<file path="config.mk">
export PLATFORM = sky130hd
export DESIGN_NAME = syndrome_tester
export DESIGN_NICKNAME = d
export VERILOG_FILES = /design/src/rtl/syn_pkg.sv /design/src/rtl/syn_sweep.sv /design/src/rtl/syn_cut.sv /design/src/rtl/syn_tally.sv /design/src/rtl/syndrome_tester.sv
export SDC_FILE = /design/constraint.sdc
export NUM_CORES = 1
export LEC_CHECK = 0
export ABC_AREA = 1
export CELL_PAD_IN_SITES_DETAIL_PLACEMENT = 0
export CELL_PAD_IN_SITES_GLOBAL_PLACEMENT = 1
export CORE_ASPECT_RATIO = 1.2
export CORE_UTILIZATION = 29
export DETAILED_ROUTE_END_ITERATION = 8
export PLACE_DENSITY_LB_ADDON = 0.1
export SLEW_MARGIN = 20
export SYNTH_ARGS = -nofsm -noshare
export SYNTH_HDL_FRONTEND = slang
export SYNTH_SLANG_ARGS = --single-unit
</file>
<file path="constraint.sdc">
create_clock -name clk -period 2.3 [get_ports clk]
set_clock_uncertainty 0.15 [all_clocks]
set_input_delay 0.23 -clock clk [delete_from_list [all_inputs] [get_ports clk]]
set_output_delay 0.23 -clock clk [all_outputs]
set_load 0.05 [all_outputs]
</file>
<file path="src/rtl/syn_pkg.sv">
// Shared codes for the syndrome test unit.
// Assumes the select ports carry these raw codes.
package syn_pkg;

    typedef enum logic [2:0] {
        FN_AND  = 3'd0,
        FN_OR   = 3'd1,
        FN_NAND = 3'd2,
        FN_NOR  = 3'd3,
        FN_XOR  = 3'd4,
        FN_SPLIT = 3'd5
    } fn_code_e;

    typedef enum logic [1:0] {
        FORCE_NONE = 2'd0,
        FORCE_LO   = 2'd1,
        FORCE_HI   = 2'd2,
        FORCE_OFF  = 2'd3
    } force_code_e;

endpackage

</file>
<file path="src/rtl/syn_sweep.sv">
// Input vector sweeper: walks vec from 0 to 2^N-1, one step per cycle.
// Assumes launch is asserted only while idle.
module syn_sweep #(
    parameter int N_IN = 3
) (
    input  logic            clk,
    input  logic            rst_n,
    input  logic            launch,
    output logic            busy,
    output logic [N_IN-1:0] vec,
    output logic            last,
    output logic            done
);
    localparam logic [N_IN-1:0] VEC_MAX = {N_IN{1'b1}};

    // Final vector of the sweep is being applied this cycle.
    assign last = busy && (vec == VEC_MAX);

    // Sweep state: run flag, vector index and end pulse.
    always_ff @(posedge clk) begin
        if (!rst_n) begin
            busy <= 1'b0;
            vec  <= '0;
            done <= 1'b0;
        end else begin
            done <= last;
            if (launch) begin
                busy <= 1'b1;
                vec  <= '0;
            end else if (last) begin
                busy <= 1'b0;
            end else if (busy) begin
                vec <= vec + 1'b1;
            end
        end
    end
endmodule

</file>
<file path="src/rtl/syn_cut.sv">
// Circuit under test: selectable single-output gate plus optional stuck force.
// Assumes N_IN >= 2 so both halves of the composed function are non-empty.
module syn_cut
    import syn_pkg::*;
#(
    parameter int N_IN = 3
) (
    input  logic [N_IN-1:0] vec,
    input  logic [2:0]      gate_sel,
    input  logic [1:0]      fault_sel,
    output logic            cut_out
);
    localparam int LO_W = N_IN / 2;

    logic lo_and;
    logic hi_or;
    logic raw;

    // Split halves of the vector for the composed function.
    assign lo_and = &vec[LO_W-1:0];
    assign hi_or  = |vec[N_IN-1:LO_W];

    // Fault-free response of the selected gate.
    always_comb begin
        case (fn_code_e'(gate_sel))
            FN_AND:   raw = &vec;
            FN_OR:    raw = |vec;
            FN_NAND:  raw = ~&vec;
            FN_NOR:   raw = ~|vec;
            FN_XOR:   raw = ^vec;
            FN_SPLIT: raw = lo_and ^ hi_or;
            default:  raw = 1'b0;
        endcase
    end

    // Optional stuck-at override on the gate output.
    always_comb begin
        case (force_code_e'(fault_sel))
            FORCE_LO: cut_out = 1'b0;
            FORCE_HI: cut_out = 1'b1;
            default:  cut_out = raw;
        endcase
    end
endmodule

</file>
<file path="src/rtl/syn_tally.sv">
// Ones accumulator and final compare.
// Assumes bit_in is valid whenever busy is high.
module syn_tally #(
    parameter int N_IN = 3
) (
    input  logic          clk,
    input  logic          rst_n,
    input  logic          launch,
    input  logic          busy,
    input  logic          last,
    input  logic          bit_in,
    input  logic [N_IN:0] expect_k,
    output logic [N_IN:0] ones_k,
    output logic          pass
);
    logic [N_IN:0] exp_q;
    logic [N_IN:0] k_next;

    // Count including the response of the current cycle.
    assign k_next = ones_k + {{N_IN{1'b0}}, bit_in};

    // Tally ones, capture the expected count, settle the verdict.
    always_ff @(posedge clk) begin
        if (!rst_n) begin
            ones_k <= '0;
            exp_q  <= '0;
            pass   <= 1'b0;
        end else if (launch) begin
            ones_k <= '0;
            exp_q  <= expect_k;
            pass   <= 1'b0;
        end else if (busy) begin
            ones_k <= k_next;
            if (last) begin
                pass <= (k_next == exp_q);
            end
        end
    end
endmodule

</file>
<file path="src/rtl/syndrome_tester.sv">
// Exhaustive syndrome test unit top: sweeps all 2^N vectors through the
// selected gate, counts ones and compares with an expected count.
// Assumes start is a pulse; a pulse during a run is dropped.
module syndrome_tester #(
    parameter int N_IN = 3
) (
    input  logic            clk,
    input  logic            rst_n,
    input  logic            start,
    input  logic [2:0]      gate_sel,
    input  logic [1:0]      fault_sel,
    input  logic [N_IN:0]   expect_k,
    output logic            busy,
    output logic [N_IN-1:0] vec,
    output logic            cut_out,
    output logic [N_IN:0]   ones_k,
    output logic            done,
    output logic            pass
);
    logic launch;
    logic last;

    // A run begins only from idle.
    assign launch = start && !busy;

    syn_sweep #(.N_IN(N_IN)) u_sweep (
        .clk(clk), .rst_n(rst_n), .launch(launch),
        .busy(busy), .vec(vec), .last(last), .done(done)
    );

    syn_cut #(.N_IN(N_IN)) u_cut (
        .vec(vec), .gate_sel(gate_sel), .fault_sel(fault_sel),
        .cut_out(cut_out)
    );

    syn_tally #(.N_IN(N_IN)) u_tally (
        .clk(clk), .rst_n(rst_n), .launch(launch), .busy(busy),
        .last(last), .bit_in(cut_out), .expect_k(expect_k),
        .ones_k(ones_k), .pass(pass)
    );
endmodule

</file>
==> impl_metrics.ini <==
[pwr]
p_total_mw = 0.618
p_per_area_nw_per_um2 = 478
peakVddDrop_uv = 372
leakage_nw = 0.533

[clock_tree]
clockBufferDepth = 2
cts_sinks = 14
cts_root_buf = clkbuf_4
htree_levels = 1
clock_latency_ps = 280
cts_buffers = 3
postCtsHoldBufs = 0
clkTransAtPathRegs_ps = 90
cts_tree = yes

[finish]
layout.cells.non_filler = 186
fillers = 276
final_common_cell = nand2_1
post-route-util = 0.497
nets = 173
area_growth_pct = 57.7
diodes = 0
post-route-cell-area_um2 = 1290
layout-drive-gt1-share = 0.235
layout_common_cells = nand2_1 (23), clkdlybuf4s50_1 (21), inv_1 (17)

[placed_design]
io_buffers = 22
place.gp.congestion = 0.735
placed_cell_area_um2 = 1200
dp_hpwl_um = 1530
pre_cts_slack_ps = -134
dp_cells = 180

[setup_path]
path_max_fanout = 5
timing.rr.start = u_sweep.vec[1]
required_ps = 2370
cpMostUsedCell = nor2_1
worstSetupStartpointType = flip-flop
max_stage_delay_ps = 400
cp.arrival_ps = 2360
critPathKind = flip-flop to flip-flop
startpoint = u_sweep.vec[1]
worst_setup_path_end_kind = flip-flop
cp_cell_sequence = inv_4, ha_4, inv_4, nand2_2, nand3_2, nand3_2, nand2_1, nand2_2, o21ai_4, ha_4, ha_4, inv_2, nand2_1, nand3_1, nor2_1, nand2_1, nor2_1, nor2_1, nor2_1
cp_slowest_cell = dfxtp_4

[synthesis]
synth_fp_nets = 139
postSynthCellCount = 120
synth_area_um2 = 820
seq_area_frac_synth = 0.342
synth_warnings = 0
syn_area_per_cell_um2 = 6.83
synth_cell_types = 15
ys_seq_elements = 14

[sta]
finalSetupTns_ps = 0
tightestPinTransition_ps = 498
hold_viol = 0
worst_slack_ps = 15.4
post-route-min-period_ps = 2280
fmax_mhz = 438
hold_ws_ps = 336
fin_crit_sh = 0.993
rsz0062_at_grt = true
slew_viol_final = 0
max-slew-margin-rel = 0.667
finalSetupViolations = 0

[floorplan]
start_util = 0.315
core_area_um2 = 2600
die_area_um2 = 3040
die_x_um = 50.5
num_io_pins = 23
num_rows = 20
chipHeight_um = 60.2

[run_status]
status = complete, no violations

[global_routing]
grt_pass1_vias = 755
grtUsageTotal = 0.134
grt_max_degree = 10
antenna_found_initial = 0
grt_pass1_wl_um = 3010
grt.overflow.total = 0

[drt]
viasPerCell = 4.65
ant_nets = 0
dr.pass1.iters = 4
drtIter0Drc = 31
routed_wl_um = 1950
wl_per_cell_um = 10.5
drcViolationCount = 0
vias = 865

[worst_hold_path]
min_from = u_tally.exp_q[3]
min_path_type = flip-flop to flip-flop

[run]
maxCapViolCount = 0
## cells in the mapped netlist
| cell | n | share of area |
|---|---|---|
| a21oi_1 | 11 | 0.067 |
| xor2_1 | 1 | 0.011 |
| o211ai_1 | 1 | 0.0092 |
| nand2_1 | 25 | 0.11 |
| nand3_1 | 12 | 0.073 |
| buf_6 | 1 | 0.014 |
| inv_2 | 2 | 0.0092 |
| a31oi_1 | 1 | 0.0076 |
| nand4_1 | 2 | 0.015 |
| nand2_4 | 2 | 0.027 |
| dfxtp_1 | 14 | 0.34 |
| inv_1 | 21 | 0.096 |
| ha_1 | 7 | 0.11 |
| nor2_1 | 10 | 0.046 |
| o21ai_0 | 10 | 0.061 |
## state kept, by name, summed over array words and instances (netlist names)
| signal | flops |
|---|---|
| u_sweep.vec | 3 |
| u_tally.exp_q | 4 |
| u_sweep.done | 1 |
| u_sweep.busy | 1 |
| u_tally.ones_k | 4 |
| u_tally.pass | 1 |
## layer usage
metal	global-route usage	routed length (µm)
met1	0.150	915
met2	0.240	930
met3	0.0153	68
met4	0.0833	34
met5	0	0
## area by class of cell
cell class / instances / area (µm²) / area share
well taps: 33 / 41.3 / 0.0319
clock buffers: 4 / 26.3 / 0.0203
flip-flops and latches: 14 / 289 / 0.224
inverters: 23 / 93.8 / 0.0726
multi-input cells: 82 / 552 / 0.427
repair buffers: 30 / 290 / 0.225
## cells by family (layout without fill, tap and decap cells)
group	after synthesis	in the layout	share of synthesized area
simple gates	51	51	0.276
buf+inv	24	57	0.119
compound gates	23	23	0.145
flops	14	14	0.342
fa+ha+maj	7	7	0.107
xor+xnor	1	1	0.0107
## what timing repair did
item | in CTS | in global routing
endpoints found under the setup margin | 0 | 1
resized for setup | 0 | 13
setup buffers | 0 | 2
## final timing paths
| kind | end | slack [ps] | depth (start not counted) |
|---|---|---|---|
| setup reg to reg | u_tally.pass | 20 | 19 |
| setup / recovery | u_tally.pass | 20 | 19 |
| hold / removal | u_tally.exp_q[3] | 340 | 2 |
| hold reg to reg | u_tally.exp_q[3] | 340 | 2 |
## power breakdown
part           switching (mW)  internal [mW]
sequential             0.0186          0.255
combinational           0.105         0.0879
clock                  0.0846         0.0674
## critical path: cells and delay by family (launching register included)
kind | cells | cell delay, ps
fa+ha+maj | 3 | 700
flops | 1 | 400
compound gates | 1 | 70
buf+inv | 3 | 100
simple gates | 12 | 800
Power figures use the tool's default switching activity.
